**config.mk**
```make
export PLATFORM = sky130hd
export DESIGN_NAME = watchTrigger
export DESIGN_NICKNAME = d
export VERILOG_FILES = /design/src/rtl/watchPkg.sv /design/src/rtl/watchDatapath.sv /design/src/rtl/watchControl.sv /design/src/rtl/watchTrigger.sv
export SDC_FILE = /design/constraint.sdc
export NUM_CORES = 1
export LEC_CHECK = 0
export BUFFER_PORTS_ARGS = -buffer_cell sky130_fd_sc_hd__clkbuf_2
export CORE_MARGIN = 1
export CORE_UTILIZATION = 50
export DETAILED_ROUTE_END_ITERATION = 12
export GPL_TIMING_DRIVEN = 0
export PLACE_DENSITY_LB_ADDON = 0.2
export SLEW_MARGIN = 10
export SYNTH_ARGS = -nofsm -noshare
export SYNTH_HDL_FRONTEND = slang
export SYNTH_SLANG_ARGS = --single-unit
```
**constraint.sdc**
```tcl
create_clock -name clk -period 6.4 [get_ports clk]
set_input_delay 1.6 -clock clk [delete_from_list [all_inputs] [get_ports clk]]
set_output_delay 1.6 -clock clk [all_outputs]
set_load 0.01 [all_outputs]
```
**src/rtl/watchPkg.sv**
```systemverilog
package watchPkg;
  localparam int DEF_ADDR_W     = 16;
  localparam int DEF_FLAG_WORDS = 64;
  localparam int DEF_RANGE_N    = 4;

  typedef enum logic [1:0] {
    CMD_WATCH   = 2'd0,
    CMD_UNWATCH = 2'd1,
    CMD_RANGE   = 2'd2,
    CMD_ENTRY   = 2'd3
  } cmdOp_e;

  typedef struct packed {
    logic saveState;   // capture faulting PC, redirect to handler
    logic restore;     // redirect back to saved PC
  } ctrlStrobes_t;
endpackage

```
**src/rtl/watchDatapath.sv**
```systemverilog
module watchDatapath
  import watchPkg::*;
#(
  parameter int ADDR_W        = DEF_ADDR_W,
  parameter int FLAG_WORDS    = DEF_FLAG_WORDS,
  parameter int RANGE_N       = DEF_RANGE_N,
  parameter int SLOT_W        = (RANGE_N > 1) ? $clog2(RANGE_N) : 1,
  parameter logic [ADDR_W-1:0] RESET_ENTRY = 'h0100
) (
  input  logic              clk,
  input  logic              rstN,
  input  logic              accWrite,
  input  logic [ADDR_W-1:0] accAddr,
  input  logic [ADDR_W-1:0] accPc,
  input  logic              cmdValid,
  input  logic [1:0]        cmdOp,
  input  logic [1:0]        cmdMode,
  input  logic [SLOT_W-1:0] cmdSlot,
  input  logic [ADDR_W-1:0] cmdAddr,
  input  logic [ADDR_W-1:0] cmdLimit,
  input  ctrlStrobes_t      strobes,
  output logic              accHit,
  output logic [ADDR_W-1:0] redirectPc
);
  localparam int IDX_W = (FLAG_WORDS > 1) ? $clog2(FLAG_WORDS) : 1;
  localparam logic [ADDR_W-1:0] FLAG_LIMIT = ADDR_W'(FLAG_WORDS);

  logic [1:0]        wordFlags  [FLAG_WORDS];
  logic [ADDR_W-1:0] rangeBase  [RANGE_N];
  logic [ADDR_W-1:0] rangeLimit [RANGE_N];
  logic [1:0]        rangeFlags [RANGE_N];
  logic [ADDR_W-1:0] handlerEntry;
  logic [ADDR_W-1:0] savedPc;

  logic [IDX_W-1:0]  cmdIdx;
  logic [IDX_W-1:0]  accIdx;
  logic              cmdInWin;
  logic              accInWin;
  logic [1:0]        accNeed;
  logic              wordHit;
  logic [RANGE_N-1:0] rangeHitVec;

  assign cmdIdx   = cmdAddr[IDX_W-1:0];
  assign accIdx   = accAddr[IDX_W-1:0];
  assign cmdInWin = cmdAddr < FLAG_LIMIT;
  assign accInWin = accAddr < FLAG_LIMIT;
  assign accNeed  = accWrite ? 2'b10 : 2'b01;

  // Per-word flag storage and command decode
  always_ff @(posedge clk) begin
    if (!rstN) begin
      for (int i = 0; i < FLAG_WORDS; i++) wordFlags[i] <= 2'b00;
      for (int j = 0; j < RANGE_N; j++) begin
        rangeBase[j]  <= '0;
        rangeLimit[j] <= '0;
        rangeFlags[j] <= 2'b00;
      end
      handlerEntry <= RESET_ENTRY;
    end else if (cmdValid) begin
      case (cmdOp_e'(cmdOp))
        CMD_WATCH:
          if (cmdInWin) wordFlags[cmdIdx] <= wordFlags[cmdIdx] | cmdMode;
        CMD_UNWATCH:
          if (cmdInWin) wordFlags[cmdIdx] <= wordFlags[cmdIdx] & ~cmdMode;
        CMD_RANGE:
          if (int'(cmdSlot) < RANGE_N) begin
            rangeBase[cmdSlot]  <= cmdAddr;
            rangeLimit[cmdSlot] <= cmdLimit;
            rangeFlags[cmdSlot] <= cmdMode;
          end
        CMD_ENTRY:
          handlerEntry <= cmdAddr;
        default: ;
      endcase
    end
  end

  // Range comparators, one per table slot
  for (genvar g = 0; g < RANGE_N; g++) begin : gRange
    assign rangeHitVec[g] = (|(rangeFlags[g] & accNeed)) &&
                            (accAddr >= rangeBase[g]) &&
                            (accAddr <= rangeLimit[g]);
  end

  assign wordHit = accInWin && (|(wordFlags[accIdx] & accNeed));
  assign accHit  = wordHit || (|rangeHitVec);

  // Saved state and redirect target
  always_ff @(posedge clk) begin
    if (!rstN) begin
      savedPc    <= '0;
      redirectPc <= '0;
    end else if (strobes.saveState) begin
      savedPc    <= accPc;
      redirectPc <= handlerEntry;
    end else if (strobes.restore) begin
      redirectPc <= savedPc;
    end
  end
endmodule

```
**src/rtl/watchControl.sv**
```systemverilog
module watchControl
  import watchPkg::*;
(
  input  logic         clk,
  input  logic         rstN,
  input  logic         accValid,
  input  logic         accHit,
  input  logic         resumeIn,
  output ctrlStrobes_t strobes,
  output logic         redirectValid,
  output logic         handlerActive
);
  typedef enum logic {ST_RUN, ST_HANDLER} state_e;
  state_e state;

  always_comb begin
    strobes.saveState = (state == ST_RUN) && accValid && accHit;
    strobes.restore   = (state == ST_HANDLER) && resumeIn;
  end

  always_ff @(posedge clk) begin
    if (!rstN) begin
      state         <= ST_RUN;
      redirectValid <= 1'b0;
    end else begin
      redirectValid <= strobes.saveState || strobes.restore;
      if (strobes.saveState)    state <= ST_HANDLER;
      else if (strobes.restore) state <= ST_RUN;
    end
  end

  assign handlerActive = (state == ST_HANDLER);
endmodule

```
**src/rtl/watchTrigger.sv**
```systemverilog
module watchTrigger
  import watchPkg::*;
#(
  parameter int ADDR_W     = DEF_ADDR_W,
  parameter int FLAG_WORDS = DEF_FLAG_WORDS,
  parameter int RANGE_N    = DEF_RANGE_N,
  parameter logic [ADDR_W-1:0] RESET_ENTRY = 'h0100,
  localparam int SLOT_W    = (RANGE_N > 1) ? $clog2(RANGE_N) : 1
) (
  input  logic              clk,
  input  logic              rstN,
  input  logic              accValid,
  input  logic              accWrite,
  input  logic [ADDR_W-1:0] accAddr,
  input  logic [ADDR_W-1:0] accPc,
  input  logic              cmdValid,
  input  logic [1:0]        cmdOp,
  input  logic [1:0]        cmdMode,
  input  logic [SLOT_W-1:0] cmdSlot,
  input  logic [ADDR_W-1:0] cmdAddr,
  input  logic [ADDR_W-1:0] cmdLimit,
  input  logic              resumeIn,
  output logic              redirectValid,
  output logic [ADDR_W-1:0] redirectPc,
  output logic              handlerActive
);
  ctrlStrobes_t strobes;
  logic         accHit;

  watchDatapath #(
    .ADDR_W(ADDR_W), .FLAG_WORDS(FLAG_WORDS), .RANGE_N(RANGE_N),
    .SLOT_W(SLOT_W), .RESET_ENTRY(RESET_ENTRY)
  ) uDatapath (
    .clk(clk), .rstN(rstN),
    .accWrite(accWrite), .accAddr(accAddr), .accPc(accPc),
    .cmdValid(cmdValid), .cmdOp(cmdOp), .cmdMode(cmdMode),
    .cmdSlot(cmdSlot), .cmdAddr(cmdAddr), .cmdLimit(cmdLimit),
    .strobes(strobes), .accHit(accHit), .redirectPc(redirectPc)
  );

  watchControl uControl (
    .clk(clk), .rstN(rstN),
    .accValid(accValid), .accHit(accHit), .resumeIn(resumeIn),
    .strobes(strobes), .redirectValid(redirectValid),
    .handlerActive(handlerActive)
  );
endmodule

```
==> results_dict.tcl <==
set metrics [dict create \
    grt_max_degree 35 \
    setup_ws_ns 1.28 \
    synth-compound-area-share 0.102 \
    nets 1948 \
    fmax_mhz 195 \
    remaining_drc_errors 0 \
    hold_end "uDatapath.savedPc[6]" \
    yosysTopAreaCellShare 0.440 \
    clock_path_buffers 3 \
    core-area_mm2 0.0355 \
    numClockSinks 314 \
    nFillCells 3080 \
    routabilityCongestion 0.985 \
    drtIter0Drc 1487 \
    synth_area_leaders "edfxtp_1, ha_1, dfxtp_1" \
    utilization 0.568 \
    worst_setup_path_start_kind "input port" \
    whs_path_depth 2 \
    preCtsSetupSlack_ns 0.800 \
    clk_pin_slew_worst_paths_ns 0.06 \
    ys.flop_type "edfxtp_1" \
    dieArea_mm2 0.0368 \
    finalSetupViolations 0 \
    grt_overflow 0 \
    ys_types 63 \
    synth_top_area_cell "edfxtp_1" \
    syn-num-nets 1822 \
    synth-warning-count 0 \
    grt_setup_unrepaired "false" \
    synth-async-reset-ratio 0 \
    slew_viol_final 0 \
    layout_commonest_cell "edfxtp_1" \
    h-tree-depth 2 \
    dieHeight_um 192 \
    fin_crit_sh 0.801 \
    drive_gt1_frac 0.160 \
    num_rows 69 \
    min_period_ns 5.12 \
    synthSimpleGateAreaFrac 0.165 \
    synth_adder_area_share 0.0889 \
    synth_edf_count 264 \
    hold_class "register to register" \
    synthesis.area_mm2 0.0180 \
    cp_max_fo 10 \
    r2r_slack_ns 2.88 \
    ant_nets 0 \
    areaGrowthSynthToFinish_pct 12.0 \
    layout_common_cells "edfxtp_1, nand2_1, ha_1" \
    wl_per_cell_um 24.5 \
    vdd_drop_max_mv 0.183 \
    post-cts-setup-buffer-count 0 \
    synth.area.mux_share 0.0922 \
    synth_top_family_by_area "simple AND/OR/NAND/NOR gates" \
    critPathKind "input port to register" \
    clk_latency_ns 0.53 \
    maxSlewHeadroom 0.240 \
    seq_area_frac_synth 0.496 \
    yosys_register_bits 314 \
    grt_pass1_wl_um 81100 \
    tightestPinTransition_ns 1.14 \
    dpl_cell_area_mm2 0.0190 \
    postSynthCellCount 1618 \
    vias 13800 \
    cts_tree "yes" \
    ios 94 \
    numCtsBuffers 36 \
    power_leakage_nw 7.98 \
    cp.arrival_ns 5.56 \
    clock_skew_ns 0.0232 \
    antenna_found_initial 1 \
    rr_worst_depth 11 \
    holdBufCountCts 0 \
    dp_hpwl_um 40200 \
    cts_resized 0 \
    postSynthAreaPerCell_um2 11.1 \
    vias_per_cell 6.20 \
    grt_pass1_vias 13700 \
    first_pass_iters 8 \
    initial_core_util 0.507 \
    reg2reg_from "uDatapath.rangeLimit[3][14]" \
    critPathCaptureType "register" \
    holdCritStartpoint "uDatapath.savedPc[6]" \
    required_ns 6.83 \
    hold_viol 0 \
    cts_root_buffer "clkbuf_16" \
    finalWirelength_um 54700 \
    r2r-end "uDatapath.savedPc[12]" \
    power_density_mw_per_mm2 249 \
    io_buffers 88 \
    status "finished, final reports clean" \
    grtUsageTotal 0.301 \
    final.setup.tns_ns 0 \
    drv_cap 0 \
    final_area_mm2 0.0202 \
    synth_xor_area_frac 0 \
    die_x_um 192 \
]
metrics by stage:
step	hold WS (ns)	total power, mW	std cells
5_1_grt	0.483	5.17	2230
6_report	0.455	5.02	2230
3_3_place_gp	0.446	3.02	2167
4_1_cts	0.460	5.02	2229
2_1_floorplan	0.435	2.79	1618
3_5_place_dp	0.453	3.04	2167
critical path, stage by stage:
cell      delay (ns)
buf_2           0.35
buf_4           0.37
inv_1           0.30
ha_1            0.37
nand2b_1        0.14
a21o_1          0.17
a211oi_1        0.26
o21ai_0         0.15
a221o_1         0.36
a222oi_1        0.55
o211a_1         0.25
buf_4           0.25
buf_6           0.21
mux2i_1         0.22
state kept, by name, indices dropped and copies added (netlist names):
signal and count:
uDatapath.rangeBase 64, uControl.handlerActive 1, uDatapath.redirectPc 16, uDatapath.rangeLimit 64, uControl.redirectValid 1, uDatapath.wordFlags 128
uDatapath.rangeFlags 8, uDatapath.savedPc 16, uDatapath.handlerEntry 16
power breakdown:
group,switching [mW],internal [mW]
Combinational,0.428,0.235
Clock,0.821,1.18
Sequential,0.0405,2.31
logic make-up (layout without fill, tap and decap cells):
kind of cell	count (synthesis)	count (layout)
adders and majority gates	128	128
AOI/OAI and AO/OA	276	276
muxes	122	122
DFF	314	314
other	0	1
buffers and inverters	242	392
and+or+nand+nor	536	536
synth_stat cells, drive strengths merged (3+ instances only):
cell and instances:
a21o 12, nand2b 16, a221oi 17, or3 4
a22o 7, a22oi 22, nor2 30, ha 128
mux4 32, a21boi 20, nor2b 14, a21oi 37
nor3 136, nand3b 4, inv 123, nand4 21
nor4 9, a2111oi 6, o41ai 3, o21ai 90
edfxtp 264, and3 36, or3b 3, o211ai 8
o21a 6, buf 48, mux2 31, nand2 139
mux2i 59, o22ai 12, clkbuf 71, nand3 9
and2 108, o221ai 4, dfxtp 50, a211oi 18
worst max-delay path by stage:
stage,from,depth (start not counted),to
final,accAddr[0],14,uDatapath.savedPc[12]
after global routing,accAddr[0],14,uDatapath.savedPc[12]
after CTS,accAddr[0],14,uDatapath.savedPc[12]
after detailed placement,accAddr[0],14,uDatapath.savedPc[12]
after global placement,accAddr[0],14,uDatapath.savedPc[13]
after floorplan,accAddr[0],14,uDatapath.redirectPc[4]
per-layer routing:
metal	routed length, um	vias to the layer above	GRT usage	part of all wire
met3	4690	189	0.0497	0.086
li1	-	6208	-	-
met1	21700	6724	0.389	0.40
met5	0	-	0	0
met2	25800	711	0.502	0.47
met4	2480	0	0.126	0.045
final cells by class:
cell class,count,area (um^2),share of cell area
antenna,1,2.50,0.000124
buffer,119,551,0.0273
clock buffer,48,1010,0.0500
clock inverter,14,120,0.00596
inverter,123,462,0.0229
multi-input combinational,1062,8080,0.400
sequential,314,8930,0.443
tap,461,577,0.0286
timing repair buffer,88,440,0.0218
Power figures use the tool's default switching activity.
